$ cat src/rtl/cfg_attr_pkg.sv
package cfg_attr_pkg;

  localparam int DW_BITS   = 32;
  localparam int DW_BYTES  = DW_BITS / 8;
  localparam int CODE_W    = 3;
  localparam int DW_ATTR_W = DW_BITS * CODE_W;

  typedef enum logic [CODE_W-1:0] {
    ATTR_RSVD = 3'd0,
    ATTR_RO   = 3'd1,
    ATTR_RW   = 3'd2,
    ATTR_W1C  = 3'd3,
    ATTR_HWI  = 3'd4,
    ATTR_ROS  = 3'd5,
    ATTR_RWS  = 3'd6,
    ATTR_W1CS = 3'd7
  } attr_e;

  // Bits that a hot reset clears; everything else survives it.
  function automatic bit cleared_on_hot(input attr_e c);
    return (c == ATTR_RW) || (c == ATTR_W1C);
  endfunction

  function automatic bit lane_has_hwi(input logic [DW_ATTR_W-1:0] m, input int ln);
    for (int k = 0; k < 8; k++)
      if (m[(ln*8+k)*CODE_W +: CODE_W] == ATTR_HWI) return 1'b1;
    return 1'b0;
  endfunction

  // Default layout exercising every code.
  function automatic logic [DW_ATTR_W-1:0] demo_dword_map(input int idx);
    logic [DW_ATTR_W-1:0] m;
    attr_e c;
    m = '0;
    for (int b = 0; b < DW_BITS; b++) begin
      case (idx)
        0: c = ATTR_RW;
        1: case (b / 8)
             0: c = ATTR_W1C;
             1: c = ATTR_W1CS;
             2: c = ATTR_RO;
             default: c = ATTR_ROS;
           endcase
        2: case (b / 8)
             0: c = ATTR_RWS;
             1: c = ATTR_HWI;
             2: c = ATTR_RSVD;
             default: c = ATTR_RW;
           endcase
        default: c = attr_e'(3'(b % 8));
      endcase
      m[b*CODE_W +: CODE_W] = c;
    end
    return m;
  endfunction

endpackage

$ cat src/rtl/cfg_attr_dword.sv
module cfg_attr_dword
  import cfg_attr_pkg::*;
#(
  parameter logic [DW_ATTR_W-1:0] MAP = '0
) (
  input  logic               clk,
  input  logic               fund_rst_n,
  input  logic               hot_rst,
  input  logic               wr_hit,
  input  logic [DW_BYTES-1:0] be,
  input  logic [DW_BITS-1:0] wdata,
  input  logic               load_hit,
  input  logic [DW_BITS-1:0] load_data,
  input  logic [DW_BITS-1:0] evt,
  output logic [DW_BITS-1:0] q
);

  logic unused_in;
  assign unused_in = ^{load_hit, load_data, evt, wdata};

  for (genvar ln = 0; ln < DW_BYTES; ln++) begin : g_lane
    localparam bit HAS_HWI = lane_has_hwi(MAP, ln);
    logic lane_wr;
    logic lane_hwi_wr;
    logic unused_lane;

    assign lane_wr = wr_hit && be[ln] && !hot_rst;

    if (HAS_HWI) begin : g_lock
      logic locked;
      always_ff @(posedge clk) begin
        if (!fund_rst_n)  locked <= 1'b0;
        else if (lane_wr) locked <= 1'b1;
      end
      assign lane_hwi_wr = lane_wr && !locked;
    end else begin : g_nolock
      assign lane_hwi_wr = 1'b0;
    end

    assign unused_lane = lane_wr ^ lane_hwi_wr;

    for (genvar k = 0; k < 8; k++) begin : g_bit
      localparam int    I = ln*8 + k;
      localparam attr_e C = attr_e'(MAP[I*CODE_W +: CODE_W]);

      if (C == ATTR_RSVD) begin : g_rsvd
        assign q[I] = 1'b0;
      end else begin : g_store
        logic r;
        logic nxt;

        if (C == ATTR_RO || C == ATTR_ROS) begin : g_ro
          assign nxt = load_hit ? load_data[I] : r;
        end else if (C == ATTR_HWI) begin : g_hwi
          assign nxt = load_hit ? load_data[I] : (lane_hwi_wr ? wdata[I] : r);
        end else if (C == ATTR_RW || C == ATTR_RWS) begin : g_rw
          assign nxt = lane_wr ? wdata[I] : r;
        end else begin : g_w1c
          assign nxt = (r & ~(lane_wr & wdata[I])) | evt[I];
        end

        always_ff @(posedge clk) begin
          if (!fund_rst_n)  r <= 1'b0;
          else if (hot_rst) r <= cleared_on_hot(C) ? 1'b0 : r;
          else              r <= nxt;
        end

        assign q[I] = r;
      end
    end
  end

endmodule

$ cat src/rtl/cfg_attr_rdport.sv
module cfg_attr_rdport
  import cfg_attr_pkg::*;
#(
  parameter int NUM_DW = 4,
  parameter int ADDR_W = 2
) (
  input  logic                      clk,
  input  logic                      fund_rst_n,
  input  logic                      rd,
  input  logic [ADDR_W-1:0]         addr,
  input  logic [NUM_DW*DW_BITS-1:0] q_flat,
  output logic                      rd_valid,
  output logic [DW_BITS-1:0]        rd_data
);

  always_ff @(posedge clk) begin
    if (!fund_rst_n) begin
      rd_valid <= 1'b0;
      rd_data  <= '0;
    end else begin
      rd_valid <= rd;
      if (rd) rd_data <= q_flat[addr*DW_BITS +: DW_BITS];
    end
  end

endmodule

$ cat src/rtl/cfg_attr_regs.sv
module cfg_attr_regs
  import cfg_attr_pkg::*;
#(
  parameter int NUM_DW = 4,
  parameter int ADDR_W = 2,
  parameter logic [NUM_DW*DW_ATTR_W-1:0] ATTR =
    {demo_dword_map(3), demo_dword_map(2), demo_dword_map(1), demo_dword_map(0)}
) (
  input  logic                      clk,
  input  logic                      fund_rst_n,
  input  logic                      hot_rst,
  input  logic                      sw_wr,
  input  logic                      sw_rd,
  input  logic [ADDR_W-1:0]         sw_addr,
  input  logic [DW_BYTES-1:0]       sw_be,
  input  logic [DW_BITS-1:0]        sw_wdata,
  output logic                      rd_valid,
  output logic [DW_BITS-1:0]        rd_data,
  input  logic                      load_valid,
  output logic                      load_ready,
  input  logic [ADDR_W-1:0]         load_addr,
  input  logic [DW_BITS-1:0]        load_data,
  input  logic [NUM_DW*DW_BITS-1:0] evt_set
);

  localparam int FLAT_W = NUM_DW * DW_BITS;

  logic [FLAT_W-1:0] q_flat;
  logic              load_fire;

  assign load_ready = !hot_rst;
  assign load_fire  = load_valid && load_ready;

  for (genvar d = 0; d < NUM_DW; d++) begin : g_dw
    cfg_attr_dword #(
      .MAP(ATTR[d*DW_ATTR_W +: DW_ATTR_W])
    ) u_dw (
      .clk       (clk),
      .fund_rst_n(fund_rst_n),
      .hot_rst   (hot_rst),
      .wr_hit    (sw_wr && (sw_addr == ADDR_W'(d))),
      .be        (sw_be),
      .wdata     (sw_wdata),
      .load_hit  (load_fire && (load_addr == ADDR_W'(d))),
      .load_data (load_data),
      .evt       (evt_set[d*DW_BITS +: DW_BITS]),
      .q         (q_flat[d*DW_BITS +: DW_BITS])
    );
  end

  cfg_attr_rdport #(
    .NUM_DW(NUM_DW),
    .ADDR_W(ADDR_W)
  ) u_rd (
    .clk       (clk),
    .fund_rst_n(fund_rst_n),
    .rd        (sw_rd),
    .addr      (sw_addr),
    .q_flat    (q_flat),
    .rd_valid  (rd_valid),
    .rd_data   (rd_data)
  );

endmodule

$ cat config.mk
export PLATFORM = sky130hd
export DESIGN_NAME = cfg_attr_regs
export DESIGN_NICKNAME = d
export VERILOG_FILES = /design/src/rtl/cfg_attr_pkg.sv /design/src/rtl/cfg_attr_dword.sv /design/src/rtl/cfg_attr_rdport.sv /design/src/rtl/cfg_attr_regs.sv
export SDC_FILE = /design/constraint.sdc
export NUM_CORES = 1
export LEC_CHECK = 0
export BUFFER_PORTS_ARGS = -buffer_cell sky130_fd_sc_hd__buf_2
export CAP_MARGIN = 20
export CELL_PAD_IN_SITES_DETAIL_PLACEMENT = 0
export CELL_PAD_IN_SITES_GLOBAL_PLACEMENT = 1
export CORE_UTILIZATION = 25
export CTS_CLUSTER_SIZE = 12
export DETAILED_ROUTE_END_ITERATION = 7
export PLACE_DENSITY_LB_ADDON = 0.08
export SLEW_MARGIN = 20
export SYNTH_ARGS = -nofsm -noshare
export SYNTH_HDL_FRONTEND = slang
export SYNTH_SLANG_ARGS = --single-unit
$ cat constraint.sdc
create_clock -name clk -period 1.9 [get_ports clk]
set_input_delay 0.285 -clock clk [delete_from_list [all_inputs] [get_ports clk]]
set_output_delay 0.285 -clock clk [all_outputs]
set_load 0.005 [all_outputs]
# [After elaboration in Yosys (flattened, before gate mapping)]
# Index checks and enable logic that the tools add are counted.
[totals] register_bits=154 latchBits=0 ram_bits=0 romBits=0 input_bits=206 out_inout_bits=34 elab_cells=316 mem_count=0
[classes] add_sub_neg=0 mul=0 div=0 n_lt_le_gt_ge=0 eq_ne=6 shifts=1 muxes=24 bitwise=98 reduce_logical=64
[ops] op="128-bit by 8-bit indexed part select with 32-bit output" count=1
[ops] op="1-bit AND" count=48
[ops] op="1-bit logical AND" count=39
[ops] op="1-bit inverter" count=26
[ops] op="1-bit two-way mux" count=24
[ops] op="1-bit OR" count=24
[ops] op="2-bit AND reduction" count=12
[ops] op="2-bit nonzero test" count=5
[ops] op="2-bit == test (second input constant)" count=4
[ops] op="1-bit logical NOT" count=6
[ops] op="2-bit by 1-bit == test with 1-bit output (second input constant)" count=2
[ops] op="2-bit logical NOT" count=1
[ops] op="2-bit OR reduction" count=1

# [Longest topological paths before layout]
# Gate-level depths: netlist of the first run.
[logic_depth] depth_word=8 depth_mapped=6 mapped_depth_nobuf=3

# [Modules after synthesis]
# From an unflattened synthesis of the first run, not the netlist that was laid out.
[unflattened] cells_unflattened=857 area_unflattened_um2=8308.0
[by_module_without_submodules] module="cfg_attr_rdport" instances=1 cells_per_inst=184 area_per_inst_um2=2048.2 seq_area_each_um2=660.6
[by_module_without_submodules] module="cfg_attr_dword at g_dw[0].u_dw" instances=1 cells_per_inst=179 area_per_inst_um2=1726.7 seq_area_each_um2=640.6
[by_module_without_submodules] module="cfg_attr_dword at g_dw[3].u_dw" instances=1 cells_per_inst=186 area_per_inst_um2=1620.3 seq_area_each_um2=640.6
[by_module_without_submodules] module="cfg_attr_dword at g_dw[1].u_dw" instances=1 cells_per_inst=174 area_per_inst_um2=1584.0 seq_area_each_um2=640.6
[by_module_without_submodules] module="cfg_attr_dword at g_dw[2].u_dw" instances=1 cells_per_inst=125 area_per_inst_um2=1242.4 seq_area_each_um2=500.5
[by_module_without_submodules] module="cfg_attr_regs" instances=1 cells_per_inst=9 area_per_inst_um2=86.3 seq_area_each_um2=0.0

# [Worst setup path after synthesis of the first run]
# Ideal clock, no wire load.
[synth_path] path_kind="input port to flip-flop" startpoint="in hot_rst" endpoint="reg g_dw[0].u_dw.g_lane[3].g_bit[0].g_store.r" setup_time_ns=0.132 arrival_time_ns=1.288 t_required_ns=1.768 setup_slack_ns=0.480 stages=5 path_buffers=2 path_cell_list="buf_6 or4b_4 buf_6 o21ai_1 a21oi_1"
[synth_between] elab_chain_len=2 elab_cells_between_ends=3 cone_classes="reduce/logical (3)"
[synth_lines] element="from (decl)" line_no="cfg_attr_regs.sv:11" text="input logic hot_rst,"
[synth_lines] element="1-bit logical NOT" line_no="cfg_attr_dword.sv:27" text="assign lane_wr = wr_hit && be[ln] && !hot_rst;"
[synth_lines] element="1-bit logical AND" line_no="cfg_attr_dword.sv:27"
[synth_lines] element="to (signal assigned)" line_no="cfg_attr_dword.sv:64" text="else if (hot_rst) r <= cleared_on_hot(C) ? 1'b0 : r;"
[synth_lines] element="to (signal assigned)" line_no="cfg_attr_dword.sv:65" text="else r <= nxt;"
[synth_lines] element="to (decl)" line_no="cfg_attr_dword.sv:49" text="logic r;"
# Parallel ways exist; a longest one is shown, timed or not.
# A chain may end at the register's enable or synchronous reset.

# [Final worst setup path of the first run]
[layout_path] startpoint="in sw_addr[0]" endpoint="reg g_dw[3].u_dw.g_lane[0].g_bit[4].g_store.r"
[layout_between] elab_chain_len=7
[layout_lines] element="from (decl)" line_no="cfg_attr_regs.sv:14" text="input logic [ADDR_W-1:0] sw_addr,"
[layout_lines] element="2-bit == test" line_no="cfg_attr_regs.sv:41" text=".wr_hit (sw_wr && (sw_addr == ADDR_W'(d))),"
[layout_lines] element="1-bit logical AND" line_no="cfg_attr_regs.sv:41"
[layout_lines] element="1-bit logical AND (2 in a row)" line_no="cfg_attr_dword.sv:27"
[layout_lines] element="1-bit logical AND" line_no="cfg_attr_dword.sv:35" text="assign lane_hwi_wr = lane_wr && !locked;"
[layout_lines] element="2-bit nonzero test (no line)"
[layout_lines] element="2-bit AND reduction (no line)"
[layout_lines] element="to (signal assigned)" line_no="cfg_attr_dword.sv:64"
[layout_lines] element="to (signal assigned)" line_no="cfg_attr_dword.sv:65"
[layout_lines] element="to (decl)" line_no="cfg_attr_dword.sv:49"
# Every way passes these cells.

==> metrics.cfg, run 1 <==
[outcome]
outcome=finished, violations left
violations=DRC

[die]
initial_core_util=0.257
die_x_um=166
io_pins=240
die_h_um=166
core_area_um2=26300
dieArea_um2=27700
rows=59

[setup_path]
worst-path-buf-inv=2
startpoint_type=input port
crit_path_cell_trace=buf_2 > buf_4 > nand4b_4 > o31ai_1 > a31oi_1
crit_family=buffers and inverters
r2r_slack_ns=0.72
setup.worst_path.class=in -> reg
reg2regPathDepth=3
cp.arrival_ns=1.58
end_kind=flop
max_stage_delay_ns=0.30
crit_slowest_cell=nand4b_4
critPathRequiredTime_ns=2.20
worstReg2RegEnd=u_rd.rd_data[26]
timing.rr.start=g_dw[1].u_dw.g_lane[3].g_bit[2].g_store.r
cp_max_fo=14

[place]
place_hpwl_um=16200
place_congestion=0.762
io_buffers=130

[timing]
finalCriticalPeriod_ns=1.28
tightest_slew_ns=0.668
clock_skew_ns=0.0114
setup_viol=0
rsz0062_at_grt=false
final.setup.tns_ns=0
maxSlewHeadroom=0.555
period_share=0.672
slew_viol_final=0
max_freq_mhz=783
final-hold-violation-count=0

[logic_synthesis]
synth.avg_cell_area_um2=8.99
syn_nets=958
synth_cell_types=41
synth_seq_area_share=0.456
synth_edf_count=0
netlist_area_um2=6760
yosysWarnings=0
ys_seq_elements=154
ys_async_sr_fraction=0
synth_cells=752
ys.flop_type=dfxtp_1

[route]
vias_per_cell=4.98
wire_per_inst_um=19.6
wirelength_um=24000
drt-initial-drc-count=371
vias=6121
ant_nets=0
route.detailed.drc=7
firstDrtPassIters=6

[grt]
grt_pass1_wl_um=36600
antenna_found_initial=3
track_usage=0.174
overflow=0
grt_pass1_vias=6176
grt_max_degree=45

[cells_and_area]
syn_to_final_growth_pct=26.1
drive_gt1_frac=0.283
nFillCells=2793
fin_nets=1083

[clock_network]
tritoncts=done
clkTransAtPathRegs_ns=0.07
hold_buffers=0
numCtsBuffers=17
cts_htree_levels=4
clock_latency_ns=0.42
cts_max_path_buffers=2
cts_resized=0
cts_setup_buffers=0
cts_root_buf=clkbuf_16
cts_sinks=154

[power]
cellPowerDensity_nw_per_um2=879
ir_drop_mv=0.413
leakage_uw=0.00325
total_power_uw=7500

[hold_path]
min_path_type=in -> reg
holdPathEnd=g_dw[3].u_dw.g_lane[0].g_bit[3].g_store.r
hold-path-cell-count=2
min-delay-start=evt_set[99]

[flow_run]
drv_cap=0

==> stage by stage <==
| stage | cell area [um2] | setup WS (ns) | std cells | hold slack (ns) | util |
|---|---|---|---|---|---|
| 6_report | 8530 | 0.622 | 1228 | 0.0678 | 0.325 |
| 5_1_grt | 8530 | 0.502 | 1228 | 0.0491 | 0.325 |
| 4_1_cts | 8520 | 0.606 | 1225 | 0.0505 | 0.324 |
| 3_5_place_dp | 7940 | 0.161 | 1193 | 0.447 | 0.302 |
| 3_3_place_gp | 7940 | 0.188 | 1193 | 0.441 | 0.302 |
| 2_1_floorplan | 6760 | 0.480 | 752 | 0.386 | - |
==> where the power goes <==
part           total, uW  internal, uW  switching, uW
Combinational        733           298            435
Sequential          3360          3310           43.5
Clock               3410          2010           1400
==> final cells by class <==
class | instances | area (um2) | area share
inverter | 18 | 67.6 | 0.00792
sequential | 154 | 3080 | 0.361
clock inverter | 10 | 115 | 0.0135
clock buffer | 22 | 464 | 0.0544
multi-input combinational | 512 | 3270 | 0.383
timing repair buffer | 174 | 1110 | 0.130
tap | 335 | 419 | 0.0491
antenna | 3 | 7.51 | 0.000880
==> cell usage after synthesis (5+ instances only) <==
| cell | n | area, um2 |
|---|---|---|
| dfxtp_1 | 154 | 3080 |
| a21oi_1 | 101 | 505 |
| nand2_1 | 90 | 338 |
| o21ai_0 | 72 | 360 |
| nand3_1 | 59 | 295 |
| nor2_1 | 35 | 131 |
| clkbuf_1 | 33 | 124 |
| mux2i_1 | 22 | 220 |
| mux4_2 | 21 | 473 |
| o21ai_1 | 21 | 105 |
| buf_2 | 20 | 100 |
| a31oi_1 | 17 | 106 |
| inv_1 | 17 | 63.8 |
| mux2_2 | 10 | 113 |
| a211oi_2 | 8 | 100 |
| nor4_1 | 8 | 50.1 |
| buf_4 | 7 | 52.6 |
| buf_6 | 7 | 78.8 |
| nand4b_1 | 6 | 52.6 |
| nand4bb_1 | 6 | 67.6 |
| o21a_1 | 5 | 37.5 |
==> cell families (layout without fill, tap and decap cells) <==
kind of cell           count (synthesis)  in the layout  synth area share
AO/OA/AOI/OAI                        235            235             0.194
buffers and inverters                 86            224            0.0633
flip-flops                           154            154             0.456
multiplexers                          53             53             0.119
other                                  0              3                 0
AND/OR/NAND/NOR                      224            224             0.168
==> registers in the layout (all words and copies together), names as in the netlist <==
signal,cells
g_dw.u_dw.g_lane.g_lock.locked,5
u_rd.rd_data,32
u_rd.rd_valid,1
g_dw.u_dw.g_lane.g_bit.g_store.r,116
==> how the worst max path moves through the flow <==
stage                     cells after the start                                        end        from  slack, ns
after global routing                          5  g_dw[3].u_dw.g_lane[0].g_bit[4].g_store.r  sw_addr[0]       0.50
after CTS                                     5  g_dw[3].u_dw.g_lane[0].g_bit[4].g_store.r  sw_addr[0]       0.61
after floorplan                               5  g_dw[0].u_dw.g_lane[3].g_bit[0].g_store.r     hot_rst       0.48
after global placement                        5                           u_rd.rd_data[28]  sw_addr[0]       0.19
final                                         5  g_dw[3].u_dw.g_lane[0].g_bit[4].g_store.r  sw_addr[0]       0.62
after detailed placement                      5  g_dw[3].u_dw.g_lane[3].g_bit[5].g_store.r     hot_rst       0.16
==> layer usage <==
metal	GRT usage	routed length, um	vias to the layer above
met5	0	13	-
met4	0.0616	361	2
met3	0.0342	1140	28
met2	0.279	11200	160
met1	0.234	11300	2971
li1	-	-	2960
==> cells in the final DEF (no fill, tap or decap), types with 3 or more instances in the layout <==
cell type and instances:
nor4_1 8, mux2_2 10, o21a_1 5, nand3_1 59, o21ai_0 72, a21oi_1 101, nand4bb_1 6, o31ai_1 3
o21ai_1 21, buf_12 10, diode_2 3, clkbuf_16 17, nand2_1 89, a31oi_1 17, and4b_1 3, nand4b_1 6
mux2i_1 22, a211oi_2 8, buf_2 130, clkinvlp_4 3, clkbuf_1 3, a32o_1 3, clkinv_2 3, dfxtp_1 154
nor2_1 35, mux4_2 21, nand3b_1 3, inv_1 17, buf_4 34
Power figures use the tool's default switching activity.
==> run 2: changes to the inputs <==
==> constraint.sdc (replaced) <==
create_clock -name clk -period 1.3 [get_ports clk]
set_input_delay 0.195 -clock clk [delete_from_list [all_inputs] [get_ports clk]]
set_output_delay 0.195 -clock clk [all_outputs]
set_load 0.005 [all_outputs]
==> run 2 against run 1 <==
  * The flow still finishes with violations (DRC)
  * Cell count increased by 5.0%
  * Largest power group is now sequential cells
  * Via count grew 3.0%
  * Critical path type is now reg -> reg
  * Clock skew up 0.0013 ns
==> metrics.cfg, run 2 (synthesized netlist as in run 1, its figures left out) <==
[die]
io_pins=240  ; unchanged
rows=59  ; unchanged
initial_core_util=0.257  ; unchanged
die_x_um=166  ; unchanged
dieArea_um2=27700  ; unchanged
die_h_um=166  ; unchanged
core_area_um2=26300  ; unchanged

[place]
io_buffers=130  ; unchanged
placed_area_um2=8270  ; was 7940 um2
dp_slack_ns=-0.252  ; was 0.161 ns
place_congestion=0.792  ; was 0.762
place_hpwl_um=16800  ; was 16200 um

[cells_and_area]
drive_gt1_frac=0.302  ; was 0.283
top_register=g_dw.u_dw.g_lane.g_bit.g_store.r  ; unchanged
largest_register_ff_count=116  ; unchanged
final_cell_mix=dfxtp_1 (154), buf_2 (130), a21oi_1 (101), nand2_1 (89), o21ai_0 (72)  ; unchanged
reg.largest.list=g_dw.u_dw.g_lane.g_bit.g_store.r (116), u_rd.rd_data (32), g_dw.u_dw.g_lane.g_lock.locked (5)  ; unchanged
multi_input_area_um2=3280  ; was 3270 um2
final_area_um2=9100  ; was 8530 um2
nFillCells=2759  ; was 2793
final_common_cell=dfxtp_1  ; unchanged
fin_nets=1144  ; was 1083
regArea_um2=3080  ; unchanged
syn_to_final_growth_pct=34.6  ; was 26.1%

[clock_network]
tritoncts=done  ; unchanged
cts_sinks=154  ; unchanged
cts_root_buf=clkbuf_16  ; unchanged
cts_setup_buffers=0  ; unchanged
cts_max_path_buffers=2  ; unchanged
cts_resized=0  ; unchanged
clkTransAtPathRegs_ns=0.07  ; about the same
clock_latency_ns=0.42  ; about the same
hold_buffers=28  ; was 0
cts_htree_levels=4  ; unchanged
numCtsBuffers=17  ; unchanged

[timing]
setup_slack_ns=0.132  ; was 0.622 ns
rsz0062_at_grt=false  ; unchanged
tightest_slew_ns=0.595  ; was 0.668 ns
setup_viol=0  ; unchanged
slew_viol_final=0  ; unchanged
max_freq_mhz=856
maxSlewHeadroom=0.603  ; was 0.555
finalCriticalPeriod_ns=1.17
final-hold-violation-count=0  ; unchanged
clock_skew_ns=0.0127  ; was 0.0114 ns
period_share=0.899

[route]
vias_per_cell=4.89  ; was 4.98
wirelength_um=23800  ; was 24000 um
firstDrtPassIters=6  ; unchanged
drt-initial-drc-count=399  ; was 371
route.detailed.drc=7  ; unchanged
ant_nets=0  ; unchanged
wire_per_inst_um=18.5  ; was 19.6 um
vias=6305  ; was 6121

[setup_path]
crit_start=g_dw[2].u_dw.g_lane[1].g_lock.locked  ; was sw_addr[0]
end_kind=flop  ; unchanged
cp_max_fo=5  ; was 14
timing.rr.start=g_dw[2].u_dw.g_lane[1].g_lock.locked  ; was g_dw[1].u_dw.g_lane[3].g_bit[2].g_store.r
startpoint_type=flop  ; was input port
critPathRequiredTime_ns=1.63  ; was 2.20 ns
cp.arrival_ns=1.50  ; was 1.58 ns
setup.worst_path.class=reg -> reg  ; was in -> reg

[hold_path]
min-delay-start=evt_set[41]  ; was evt_set[99]
min_path_type=in -> reg  ; unchanged

[outcome]
outcome=finished, violations left  ; unchanged
violations=DRC  ; unchanged

[power]
total_power_uw=10800  ; was 7500 uW
cellPowerDensity_nw_per_um2=1180  ; was 879 nW/um2
leakage_uw=0.00355  ; was 0.00325 uW
ir_drop_mv=0.795  ; was 0.413 mV

[grt]
antenna_found_initial=3  ; unchanged
grt_max_degree=32  ; was 45
grt_pass1_vias=6289  ; was 6176
track_usage=0.173  ; was 0.174
overflow=0  ; unchanged
grt_pass1_wl_um=36500  ; was 36600 um

[flow_run]
drv_cap=0  ; unchanged

[run 2: worst max-delay path: stages, from the launching register on]
cell and delay [ns]:
dfxtp_1 0.31, nand4bb_1 0.18, or2_1 0.24, buf_4 0.17, a211oi_2 0.19
[run 2: per-layer routing]
layer	global-route usage	share of wire	vias to the layer above
li1	-	-	3077
met1	0.230	0.47	3045
met2	0.282	0.47	165
met3	0.0356	0.045	18
met4	0.0483	0.011	0
met5	0	0	-
[run 2: stage by stage]
stage / std cells / setup TNS, ns / hold WS (ns) / util
after global routing: 1289 / 0 / 0.00282 / 0.346
after detailed placement: 1226 / -15.80 / 0.409 / 0.315
after floorplan: 752 / -0.147 / 0.296 / -
after global placement: 1226 / -13.22 / 0.411 / 0.315
final: 1289 / 0 / 0.0208 / 0.346
after CTS: 1286 / 0 / 0.000237 / 0.346
[run 2: worst paths after layout]
kind	end	depth (start not counted)	slack [ns]
worst max-delay path	g_dw[2].u_dw.g_lane[1].g_bit[6].g_store.r	4	0.13
worst min-delay path	g_dw[1].u_dw.g_lane[1].g_bit[1].g_store.r	3	0.02
worst max register to register	g_dw[2].u_dw.g_lane[1].g_bit[6].g_store.r	4	0.13
worst min register to register	g_dw[1].u_dw.g_lane[2].g_bit[5].g_store.r	2	0.46
[run 2: layout make-up]
type | count | area share
Multi-Input combinational cell | 512 | 0.360
Sequential cell | 154 | 0.339
Clock buffer | 18 | 0.0471
Clock inverter | 14 | 0.0122
Antenna cell | 3 | 0.000825
Inverter | 18 | 0.00742
Timing Repair Buffer | 235 | 0.188
Tap cell | 335 | 0.0460
[run 2: power breakdown]
group	switching, uW	leakage (uW)	internal, uW
Clock	2170	0.000264	2480
Sequential	62.8	0.00125	4840
Combinational	658	0.00203	562
Total	2890	0.00355	7880
